### src/rtl/exc_pkg.sv
package exc_pkg;
  typedef enum logic [4:0] {
    ST_IDLE    = 5'b00001,
    ST_VFETCH  = 5'b00010,
    ST_PUSH_SR = 5'b00100,
    ST_PUSH_PC = 5'b01000,
    ST_JUMP    = 5'b10000
  } seq_state_e;

  typedef enum logic [1:0] {
    CAUSE_NONE = 2'd0,
    CAUSE_TRAP = 2'd1,
    CAUSE_GEN  = 2'd2,
    CAUSE_SLOT = 2'd3
  } cause_e;

  localparam int unsigned SLOT_KINDS = 5;
endpackage

### src/rtl/exc_classify.sv
module exc_classify
  import exc_pkg::*;
#(
  parameter int unsigned W          = 32,
  parameter int unsigned VEC_W      = 8,
  parameter int unsigned SLOT_VEC   = 6,
  parameter int unsigned GEN_VEC    = 4,
  parameter int unsigned INSN_BYTES = 2
) (
  input  logic                  trap,
  input  logic [VEC_W-1:0]      trap_vec,
  input  logic                  undef,
  input  logic                  in_slot,
  input  logic [SLOT_KINDS-1:0] slot_kind,
  input  logic [W-1:0]          pc,
  input  logic [W-1:0]          slot_tgt,
  output cause_e                cause,
  output logic [VEC_W-1:0]      vec,
  output logic [W-1:0]          ret_pc
);
  localparam logic [VEC_W-1:0] SLOT_V = VEC_W'(SLOT_VEC);
  localparam logic [VEC_W-1:0] GEN_V  = VEC_W'(GEN_VEC);
  localparam logic [W-1:0]     STEP   = W'(INSN_BYTES);

  logic slot_bad;
  logic gen_bad;

  assign slot_bad = in_slot && (undef || (|slot_kind));
  assign gen_bad  = !in_slot && undef;

  // Fixed priority: slot violation, then general illegal, then trap.
  always_comb begin
    cause  = CAUSE_NONE;
    vec    = '0;
    ret_pc = '0;
    if (slot_bad) begin
      cause  = CAUSE_SLOT;
      vec    = SLOT_V;
      ret_pc = slot_tgt;
    end else if (gen_bad) begin
      cause  = CAUSE_GEN;
      vec    = GEN_V;
      ret_pc = pc;
    end else if (trap) begin
      cause  = CAUSE_TRAP;
      vec    = trap_vec;
      ret_pc = pc + STEP;
    end
  end
endmodule

### src/rtl/exc_seq_fsm.sv
module exc_seq_fsm
  import exc_pkg::*;
(
  input  logic       clk,
  input  logic       rst_n,
  input  logic       start,
  input  logic       mem_ready,
  output seq_state_e state
);
  seq_state_e nxt;

  always_comb begin
    nxt = state;
    unique case (state)
      ST_IDLE:    if (start)     nxt = ST_VFETCH;
      ST_VFETCH:  if (mem_ready) nxt = ST_PUSH_SR;
      ST_PUSH_SR: if (mem_ready) nxt = ST_PUSH_PC;
      ST_PUSH_PC: if (mem_ready) nxt = ST_JUMP;
      ST_JUMP:                   nxt = ST_IDLE;
      default:                   nxt = ST_IDLE;
    endcase
  end

  always_ff @(posedge clk or negedge rst_n) begin
    if (!rst_n) state <= ST_IDLE;
    else        state <= nxt;
  end
endmodule

### src/rtl/exc_entry_regs.sv
module exc_entry_regs #(
  parameter int unsigned W     = 32,
  parameter int unsigned VEC_W = 8
) (
  input  logic             clk,
  input  logic             rst_n,
  input  logic             start,
  input  logic             fetch_done,
  input  logic [VEC_W-1:0] vec,
  input  logic [W-1:0]     ret_pc,
  input  logic [W-1:0]     sr,
  input  logic [W-1:0]     sp,
  input  logic [W-1:0]     vbr,
  input  logic [W-1:0]     rdata,
  output logic [W-1:0]     vaddr_q,
  output logic [W-1:0]     sr_q,
  output logic [W-1:0]     slot_sr_q,
  output logic [W-1:0]     slot_pc_q,
  output logic [W-1:0]     ret_pc_q,
  output logic [W-1:0]     handler_q
);
  localparam int unsigned WORD_SHIFT = 2;
  localparam logic [W-1:0] WORD = W'(1 << WORD_SHIFT);

  logic [W-1:0] vec_off;
  assign vec_off = W'(vec) << WORD_SHIFT;

  always_ff @(posedge clk or negedge rst_n) begin
    if (!rst_n) begin
      vaddr_q   <= '0;
      sr_q      <= '0;
      slot_sr_q <= '0;
      slot_pc_q <= '0;
      ret_pc_q  <= '0;
    end else if (start) begin
      vaddr_q   <= vbr + vec_off;
      sr_q      <= sr;
      slot_sr_q <= sp - WORD;
      slot_pc_q <= sp - (WORD << 1);
      ret_pc_q  <= ret_pc;
    end
  end

  always_ff @(posedge clk or negedge rst_n) begin
    if (!rst_n)          handler_q <= '0;
    else if (fetch_done) handler_q <= rdata;
  end
endmodule

### src/rtl/exc_entry_seq.sv
module exc_entry_seq
  import exc_pkg::*;
#(
  parameter int unsigned W          = 32,
  parameter int unsigned VEC_W      = 8,
  parameter int unsigned SLOT_VEC   = 6,
  parameter int unsigned GEN_VEC    = 4,
  parameter int unsigned INSN_BYTES = 2
) (
  input  logic                  clk,
  input  logic                  rst_n,
  input  logic                  dec_valid,
  output logic                  dec_ready,
  input  logic [W-1:0]          dec_pc,
  input  logic                  dec_trap,
  input  logic [VEC_W-1:0]      dec_trap_vec,
  input  logic                  dec_undef,
  input  logic                  dec_in_slot,
  input  logic [W-1:0]          dec_slot_tgt,
  input  logic [SLOT_KINDS-1:0] dec_slot_kind,
  input  logic [W-1:0]          sr_in,
  input  logic [W-1:0]          sp_in,
  input  logic [W-1:0]          vbr_in,
  output logic                  mem_req,
  output logic                  mem_we,
  output logic [W-1:0]          mem_addr,
  output logic [W-1:0]          mem_wdata,
  input  logic [W-1:0]          mem_rdata,
  input  logic                  mem_ready,
  output logic                  busy,
  output logic                  redirect_valid,
  output logic [W-1:0]          redirect_pc,
  output logic                  sp_wr_en,
  output logic [W-1:0]          sp_wr_data
);
  cause_e           cause;
  logic [VEC_W-1:0] vec;
  logic [W-1:0]     ret_pc;
  seq_state_e       state;
  logic             start;
  logic [W-1:0]     vaddr_q, sr_q, sr_addr_q, pc_addr_q, ret_pc_q, handler_q;

  exc_classify #(
    .W(W), .VEC_W(VEC_W), .SLOT_VEC(SLOT_VEC),
    .GEN_VEC(GEN_VEC), .INSN_BYTES(INSN_BYTES)
  ) u_cls (
    .trap(dec_trap), .trap_vec(dec_trap_vec), .undef(dec_undef),
    .in_slot(dec_in_slot), .slot_kind(dec_slot_kind), .pc(dec_pc),
    .slot_tgt(dec_slot_tgt), .cause(cause), .vec(vec), .ret_pc(ret_pc)
  );

  assign dec_ready = (state == ST_IDLE);
  assign start     = dec_valid && dec_ready && (cause != CAUSE_NONE);

  exc_seq_fsm u_fsm (
    .clk(clk), .rst_n(rst_n), .start(start),
    .mem_ready(mem_ready), .state(state)
  );

  exc_entry_regs #(.W(W), .VEC_W(VEC_W)) u_regs (
    .clk(clk), .rst_n(rst_n), .start(start),
    .fetch_done((state == ST_VFETCH) && mem_ready),
    .vec(vec), .ret_pc(ret_pc), .sr(sr_in), .sp(sp_in), .vbr(vbr_in),
    .rdata(mem_rdata), .vaddr_q(vaddr_q), .sr_q(sr_q),
    .slot_sr_q(sr_addr_q), .slot_pc_q(pc_addr_q),
    .ret_pc_q(ret_pc_q), .handler_q(handler_q)
  );

  always_comb begin
    mem_req   = 1'b0;
    mem_we    = 1'b0;
    mem_addr  = '0;
    mem_wdata = '0;
    unique case (state)
      ST_VFETCH: begin
        mem_req  = 1'b1;
        mem_addr = vaddr_q;
      end
      ST_PUSH_SR: begin
        mem_req   = 1'b1;
        mem_we    = 1'b1;
        mem_addr  = sr_addr_q;
        mem_wdata = sr_q;
      end
      ST_PUSH_PC: begin
        mem_req   = 1'b1;
        mem_we    = 1'b1;
        mem_addr  = pc_addr_q;
        mem_wdata = ret_pc_q;
      end
      default: ;
    endcase
  end

  assign busy           = (state != ST_IDLE);
  assign redirect_valid = (state == ST_JUMP);
  assign redirect_pc    = redirect_valid ? handler_q : '0;
  assign sp_wr_en       = redirect_valid;
  assign sp_wr_data     = redirect_valid ? pc_addr_q : '0;
endmodule

### config.mk
export PLATFORM = sky130hd
export DESIGN_NAME = exc_entry_seq
export DESIGN_NICKNAME = d
export VERILOG_FILES = /design/src/rtl/exc_pkg.sv /design/src/rtl/exc_classify.sv /design/src/rtl/exc_seq_fsm.sv /design/src/rtl/exc_entry_regs.sv /design/src/rtl/exc_entry_seq.sv
export SDC_FILE = /design/constraint.sdc
export NUM_CORES = 1
export LEC_CHECK = 0
export ABC_AREA = 0
export BUFFER_PORTS_ARGS = -buffer_cell sky130_fd_sc_hd__buf_2
export CAP_MARGIN = 30
export CORE_MARGIN = 5
export CORE_UTILIZATION = 30
export CTS_CLUSTER_SIZE = 20
export DETAILED_ROUTE_END_ITERATION = 7
export PLACE_DENSITY = 0.5
export SKIP_CTS_REPAIR_TIMING = 1
export SLEW_MARGIN = 20
export SYNTH_ARGS = -nofsm -noshare
export SYNTH_HDL_FRONTEND = slang
export SYNTH_SLANG_ARGS = --single-unit
### constraint.sdc
create_clock -name clk -period 5.4 [get_ports clk]
set_input_delay 1.35 -clock clk [delete_from_list [all_inputs] [get_ports clk]]
set_output_delay 1.35 -clock clk [all_outputs]
set_load 0.03 [all_outputs]
==> results.txt, run 1 <==
Share of the synthesized area in the top cell type - 42.6%
Detailed Route WL - 41200 um
Die Ht - 205 um
CTS Buffer Depth - 2
Leak pwr - 6.84 nW
Core area - 37600 um^2
Reg clk slew, reported paths - 70 ps
Initial DRC Count - 821
Slew @ Worst Pin - 920 ps
Hold WC Path Type - flop to flop
Unrepaired setup endpoints after global routing - no
Grt total ovfl - 0
Final ANT Viol Nets - 0
Clk root buf - clkbuf_16
IO buf count - 345
Routed via count - 10.7k
H-Tree Level Count - 4
VDD IR-drop max - 0.000212 V
Initial antenna violation count - 13
Crit-path max FO - 35
Die Area - 42000 um^2
Run status - complete, no violations
Vias/cell - 5.06
Synthesized instance count - 1300
Mean Syn Cell Area - 8.77 um^2
Post-synthesis sequential area ratio - 42.8%
Final Slew Violations - 0
Post-synthesis instance area - 11400 um^2
Worst EP arrival - 2820 ps
Most common cell after layout, fill and taps aside - buf_2
Ports - 346
Async S/R FF share, synth - 100%
Synth area leaders - dfrtp_1, nand2_1, and2_1
# DRC - 0
CTS sink cnt - 195
Row count - 71
# nets final - 1822
Total power - 5.60 mW
Die Wd - 205 um
Top_reg_cell synth - dfrtp_1
Max-Cap Viols - 0
Routed wire length per instance - 19.4 um
Critical Path End Type - output port
Tmin final - 4170 ps
Fraction of layout cells with a size suffix above 1 - 28.5%
Drt pass-1 iters - 8
Startpoint types - flop
Pwr dens - 394 nW/um^2
Layout Skew - 10.2 ps
Synth area leader - dfrtp_1
Most frequent cells in the layout - buf_2, nand2_1, dfrtp_1
Post-DP Area - 13600 um^2
CTS Buf Count - 17
Post-synthesis register bit count - 195
Worst EP required - 4050 ps
Layout Cell Area excl Fill - 14200 um^2
All-Layer GR Usage - 19.5%
Final Hold Viols - 0
CTS tree - done
Clock Latency Late Sink - 460 ps
Final setup viols - 0
Highest clock rate - 240 MHz
Final worst-path cycle share - 77.3%
Dpl hpwl - 30700 um
RD Place Congestion - 0.857
WS Path Type - flop to output port
Post-synth EDFFs - 0
Largest net degree at the start of global routing - 98
TNS Setup - 0 ps
P&R area growth vs syn - 24.6%
Vias in the first global route - 10.8k
Max-Slew Margin vs Limit - 38.1%
Post-synth cell types - 67
Syn nets - 1525
Yosys warning total - 0
Initial Util - 30.3%
First-pass GRT wire length - 63500 um
## through the flow
stage	utilization, %	cells	hold WS (ps)	worst slack [ps]
3_5_place_dp	36.2	2089	463	827
3_3_place_gp	36.1	2088	459	878
4_1_cts	37.8	2121	483	1160
6_report	37.8	2123	481	1230
2_1_floorplan	-	1300	444	954
5_1_grt	37.8	2123	497	1030
## routing by layer
layer | track usage, % | up-vias | wire length [um]
li1 | - | 5187 | -
met1 | 26.4 | 5211 | 18500
met2 | 31.2 | 275 | 19400
met3 | 4.94 | 49 | 2490
met4 | 5.12 | 18 | 603
met5 | 0 | - | 127
## report_power, final
group / total, mW / switching, mW / internal (mW)
Sequential: 2.60 / 0.440 / 2.16
Clock: 1.35 / 0.639 / 0.712
Combinational: 1.65 / 1.01 / 0.646
Total: 5.60 / 2.08 / 3.51
## worst max-delay path, cell delays in order (launching register included)
cell and delay (ps):
dfrtp_1 400, nor2_1 140, and3_2 710, buf_4 550, or2_2 220, a22o_1 130, buf_2 200
## final cells by class
| cell class | count | area, um^2 |
|---|---|---|
| antenna | 2 | 5.00 |
| clock buffer | 18 | 439 |
| clock inverter | 14 | 166 |
| fill | 3927 | 23400 |
| inverter | 48 | 180 |
| multi-input combinational | 964 | 5930 |
| sequential | 195 | 4880 |
| tap | 511 | 639 |
| timing repair buffer | 371 | 1960 |
## Yosys cell counts, types with 4 or more instances
cell,instances
o31a_1,6
a21oi_1,12
nor3_1,34
o41ai_1,4
o21ai_0,64
buf_4,17
xor2_1,26
o221ai_1,12
nand2b_1,7
nor4_1,28
clkbuf_1,62
nand2_1,269
mux2i_1,5
or3_1,17
nor2_1,49
and3_1,4
nor3b_1,7
buf_2,7
or4_1,7
nand4_1,23
a22o_1,35
ha_1,12
o21ai_1,39
a221oi_1,5
dfrtp_1,194
nor4b_1,4
nand3_1,41
and2_1,73
inv_1,48
mux2_2,36
o31ai_1,11
xnor2_1,50
o211ai_1,4
a31oi_1,13
a222oi_1,30
## state kept, by name, indices dropped and copies added (netlist names)
name / count
u_regs.ret_pc_q: 32
u_regs.slot_pc_q: 32
u_regs.sr_q: 32
u_regs.slot_sr_q: 30
u_fsm.state: 5
u_regs.handler_q: 32
u_regs.vaddr_q: 32
## final timing paths
kind	cells after the start	to	startpoint	slack, ps
max reg2reg	7	u_regs.ret_pc_q[10]	u_fsm.state[3]	2440
min in group asynchronous	1	u_regs.sr_q[7]	rst_n	920
max	6	mem_addr[0]	u_fsm.state[1]	1230
min	2	u_regs.sr_q[19]	u_regs.sr_q[19]	480
min reg2reg	2	u_regs.sr_q[19]	u_regs.sr_q[19]	480
max in group asynchronous	2	u_regs.vaddr_q[19]	rst_n	3360
## logic make-up (layout without fill, tap and decap cells)
group,after synthesis,in the layout,synth area share (%)
and+or+nand+nor,581,581,24.7
muxes,41,41,4.00
AOI/OAI and AO/OA,253,253,15.7
adders and majority gates,13,13,1.49
buffers and inverters,141,451,5.50
xor gates and xnor gates,76,76,5.84
other,0,2,0
DFF,195,195,42.8
No activity file was read; power rests on OpenSTA's default activity.
==> run 2: changes to the inputs <==
- PLACE_DENSITY: 0.5 -> 0.52
- clock period: 5.4 -> 3.45 ns (I/O delays scaled with it)
==> run 2 against run 1 <==
- worst setup slack got worse by 1200 ps
- routed wire length up 2.2%
- core utilization grew 1.9 points
- clock power grew 53%
- design area rose by 5.0%
- global-route usage fell by 0.39 points
- first-iteration DRC count rose by 17%
- die area unchanged
- hold slack got worse by 99 ps
- cell count rose by 2.6%
- non-clock buffer count grew 51
- largest cell class unchanged
==> results.txt, run 2 (synthesis gave the netlist of run 1 again) <==
Detailed Route WL - 42100 um
Final Hold Viols - 0
Drt pass-1 iters - 6
Worst EP arrival - 3770 ps
Row count - 71
Crit-path cells - buf_2, or4_4, buf_4, o31ai_4, buf_6, nand2_4, ha_4, nand3_4, a2111oi_4, buf_6, o31ai_4, or4_4, a31oi_1
Ports - 346
Hold WC Path Type - primary input to async pin
Clk root buf - clkbuf_16
Critical R2R Capture - u_regs.vaddr_q[14]
Fin worst setup slack - 69.1 ps
Largest stage delay on the critical path - 550 ps
Core area - 37600 um^2
Routed wire length per instance - 19.3 um
Final setup viols - 0
Most frequent cells in the layout - buf_2, nand2_1, dfrtp_1
Worst path buffer plus inverter count - 4
Max-Cap Viols - 0
All-Layer GR Usage - 19.1%
IO buf count - 345
Crit path depth - 13
Pre-CTS setup slack - -547 ps
CTS Buffer Depth - 2
Layout Cell Area excl Fill - 14900 um^2
First-pass GRT wire length - 62500 um
Hold_ws - 382 ps
P&R area growth vs syn - 30.8%
Cells after DPL - 2136
Critical path launch point - dec_slot_kind[3]
Layout Skew - 9.82 ps
Startpoint types - primary input
Run status - complete, no violations
Fraction of layout cells with a size suffix above 1 - 31.5%
Initial DRC Count - 962
Cells on worst reg2reg path - 6
Most common cell after layout, fill and taps aside - buf_2
Vias/cell - 5.07
Worst setup path end - u_regs.vaddr_q[25]
Post-DP Area - 14200 um^2
Final worst-path cycle share - 98.0%
Max-Slew Margin vs Limit - 41.0%
RD Place Congestion - 0.884
# DRC - 0
Slew @ Worst Pin - 886 ps
FF-to-FF setup slack - 950 ps
Non-Filler Instances - 2179
H-Tree Level Count - 4
Worst EP required - 3840 ps
Dpl hpwl - 31200 um
Reg clk slew, reported paths - 90 ps
CTS sink cnt - 195
Crit-path max FO - 7
Critical Path End Type - flop
Total power - 8.90 mW
Initial Util - 30.3%
VDD IR-drop max - 0.000327 V
Slowest cell on crit path - or4_4
Tmin final - 3380 ps
# nets final - 1874
WS Path Type - primary input to flop
Die Area - 42000 um^2
Pwr dens - 597 nW/um^2
Highest clock rate - 296 MHz
Initial antenna violation count - 7
Final Slew Violations - 0
Filler Cells Inserted - 3933
Leak pwr - 7.17 nW
Die Ht - 205 um
Die Wd - 205 um
Largest net degree at the start of global routing - 75
Vias in the first global route - 10.9k
Clock Latency Late Sink - 460 ps
Final ANT Viol Nets - 0
Crit path max-delay family - simple AND/OR/NAND/NOR gates
Routed via count - 11.0k
Grt total ovfl - 0
CTS tree - done
CTS Buf Count - 17
R2r startpoint - u_fsm.state[3]
==> run 2: cell type report <==
type | count | area [um^2] | share of cell area, %
flip-flops and latches | 195 | 4880 | 32.7
multi-input cells | 965 | 6110 | 41.0
clock buffers | 18 | 429 | 2.88
diodes | 6 | 15.0 | 0.101
inverters | 48 | 180 | 1.21
well taps | 511 | 639 | 4.29
repair buffers | 422 | 2500 | 16.8
clock inverters | 14 | 158 | 1.06
==> run 2: stage by stage <==
step | TNS (ps) | util, %
final | 0 | 39.7
after global routing | -19.7 | 39.6
after CTS | -189 | 39.2
after detailed placement | -9150 | 37.7
after global placement | -7560 | 37.7
after floorplan | -2390 | -
==> run 2: how the worst min path moves through the flow <==
stage / start / cells after the start / endpoint / slack, ps
2_1_floorplan: u_regs.vaddr_q[9] / 2 / u_regs.vaddr_q[9] / 440
3_3_place_gp: u_regs.sr_q[25] / 2 / u_regs.sr_q[25] / 460
3_5_place_dp: u_regs.sr_q[11] / 2 / u_regs.sr_q[11] / 460
5_1_grt: rst_n / 1 / u_regs.sr_q[7] / 420
6_report: rst_n / 1 / u_regs.sr_q[7] / 380
4_1_cts: rst_n / 1 / u_regs.sr_q[7] / 400
==> run 2: per-layer routing <==
layer,track usage [%],part of all wire [%],up-vias
met4,5.10,1.9,8
li1,-,-,5301
met5,0,0.12,-
met3,3.91,5.5,48
met2,31.5,48,325
met1,25.6,45,5365
==> run 2: power breakdown <==
part           switching (mW)  internal, mW  leakage [nW]  total, mW
combinational            1.60          1.15          4.49       2.75
clock                    1.03          1.04         0.291       2.07
sequential              0.705          3.37          2.39       4.08
total                    3.34          5.56          7.17       8.90
==> run 3: changes to the inputs <==
==> constraint.sdc (replaced) <==
create_clock -name clk -period 3.45 [get_ports clk]
set_input_delay 0.5175 -clock clk [delete_from_list [all_inputs] [get_ports clk]]
set_output_delay 0.5175 -clock clk [all_outputs]
set_load 0.03 [all_outputs]
==> run 3 against run 2 <==
- flip-flop and latch count stayed put
- non-clock buffer count decreased by 24
- clock skew hardly changed
- routed wire length decreased by 3.7%
- cell count fell by 1.1%
- critical endpoint is now u_regs.vaddr_q[21]
- highest routed layer unchanged
==> results.txt, run 3 (synthesis gave the netlist of run 1 again) <==
Dpl hpwl - 30600 um
Leak pwr - 7.01 nW
WS Path Type - primary input to flop
FF-to-FF setup slack - 640 ps
Most common cell after layout, fill and taps aside - buf_2
RD Place Congestion - 0.843
Final worst-path cycle share - 89.8%
Critical R2R Capture - u_regs.ret_pc_q[13]
Fraction of layout cells with a size suffix above 1 - 29.7%
Vias in the first global route - 11.0k
First-pass GRT wire length - 62300 um
Post-DP Area - 13900 um^2
IO buf count - 345
Cells on worst reg2reg path - 7
Die Wd - 205 um
Startpoint types - primary input
Die Area - 42000 um^2
CTS tree - done
Critical path launch point - dec_undef
Die Ht - 205 um
Sequential cell area - 4880 um^2
Post-Route Utilization - 38.7%
Reg clk slew, reported paths - 80 ps
Worst EP arrival - 3440 ps
Final setup viols - 0
Initial Util - 30.3%
Critical Path End Type - flop
Routed wire length per instance - 18.8 um
Detailed Route WL - 40500 um
Row count - 71
Initial DRC Count - 689
Initial antenna violation count - 9
Largest net degree at the start of global routing - 69
# nets final - 1849
R2r startpoint - u_fsm.state[2]
Clock Latency Late Sink - 460 ps
Worst EP required - 3790 ps
Non-Filler Instances - 2154
Tmin final - 3100 ps
Drt pass-1 iters - 6
Slew @ Worst Pin - 909 ps
Layout Cell Area excl Fill - 14500 um^2
CTS Buf Count - 17
Grt total ovfl - 0
Worst setup path end - u_regs.vaddr_q[21]
Final Hold Viols - 0
P&R area growth vs syn - 27.5%
VDD IR-drop max - 0.000360 V
Core area - 37600 um^2
Area of the multi-input gates - 5960 um^2
All-Layer GR Usage - 19.1%
Ports - 346
Clk root buf - clkbuf_16
Cells after DPL - 2115
Final Slew Violations - 0
TNS Setup - 0 ps
Highest clock rate - 323 MHz
Crit-path max FO - 11
Total power - 8.88 mW
Filler Cells Inserted - 3921
Max-Slew Margin vs Limit - 38.8%
Layout Skew - 9.86 ps
Vias/cell - 5.03
CTS Buffer Depth - 2
CTS sink cnt - 195
Pwr dens - 611 nW/um^2
Hold WC Path Type - primary input to async pin
Unrepaired setup endpoints after global routing - no
Max-Cap Viols - 0
Most frequent cells in the layout - buf_2, nand2_1, dfrtp_1
Final ANT Viol Nets - 0
H-Tree Level Count - 4
# DRC - 0
Run status - complete, no violations
Routed via count - 10.8k
-- run 3: cell count changes in the layout (fill, tap and decap cells not counted), moves of 3 or more --
cell	change
buf_12	-5
ha_1	+3
buf_4	-14
buf_6	-4
-- run 3: worst min path at each step --
stage,slack (ps),endpoint,cells past startpoint
floorplan,220,u_fsm.state[1],0
global placement,460,u_regs.sr_q[4],2
detailed placement,460,u_regs.sr_q[8],2
CTS,90,u_regs.sr_q[7],1
global route,110,u_regs.sr_q[7],1
finish,80,u_regs.sr_q[7],1
-- run 3: metrics by stage --
stage | setup WS, ps | hold WS, ps
2_1_floorplan | -12.3 | 222
3_3_place_gp | -41.5 | 459
3_5_place_dp | -98.0 | 463
4_1_cts | 346 | 89.6
5_1_grt | 81.4 | 107
6_report | 353 | 80.7
-- run 3: worst max-delay path: stages --
cell       delay, ps
buf_2            100
or4_4            540
o41ai_2          280
buf_4            180
and2_1           120
ha_1             230
a21oi_1          300
o2bb2ai_1        180
o31ai_4          500
buf_4            220
nor3_1            40
o31a_1           230
-- run 3: routing by layer --
| metal | vias up | global-route usage [%] | routed length [um] | share of wire (%) |
|---|---|---|---|---|
| li1 | 5255 | - | - | - |
| met1 | 5246 | 25.4 | 18300 | 45 |
| met2 | 279 | 31.2 | 19100 | 47 |
| met3 | 45 | 4.48 | 2260 | 5.6 |
| met4 | 12 | 5.81 | 764 | 1.9 |
| met5 | - | 0 | 88 | 0.22 |
-- run 3: cell type report --
type | instances | share of cell area (%)
Antenna cell | 6 | 0.103
Clock buffer | 17 | 2.93
Clock inverter | 15 | 1.42
Inverter | 48 | 1.24
Multi-Input combinational cell | 964 | 41.0
Sequential cell | 195 | 33.6
Tap cell | 511 | 4.40
Timing Repair Buffer | 398 | 15.3
-- run 3: report_power, final --
group          internal [mW]  switching, mW
sequential              3.37          0.696
clock                   1.12           1.07
combinational           1.05           1.58
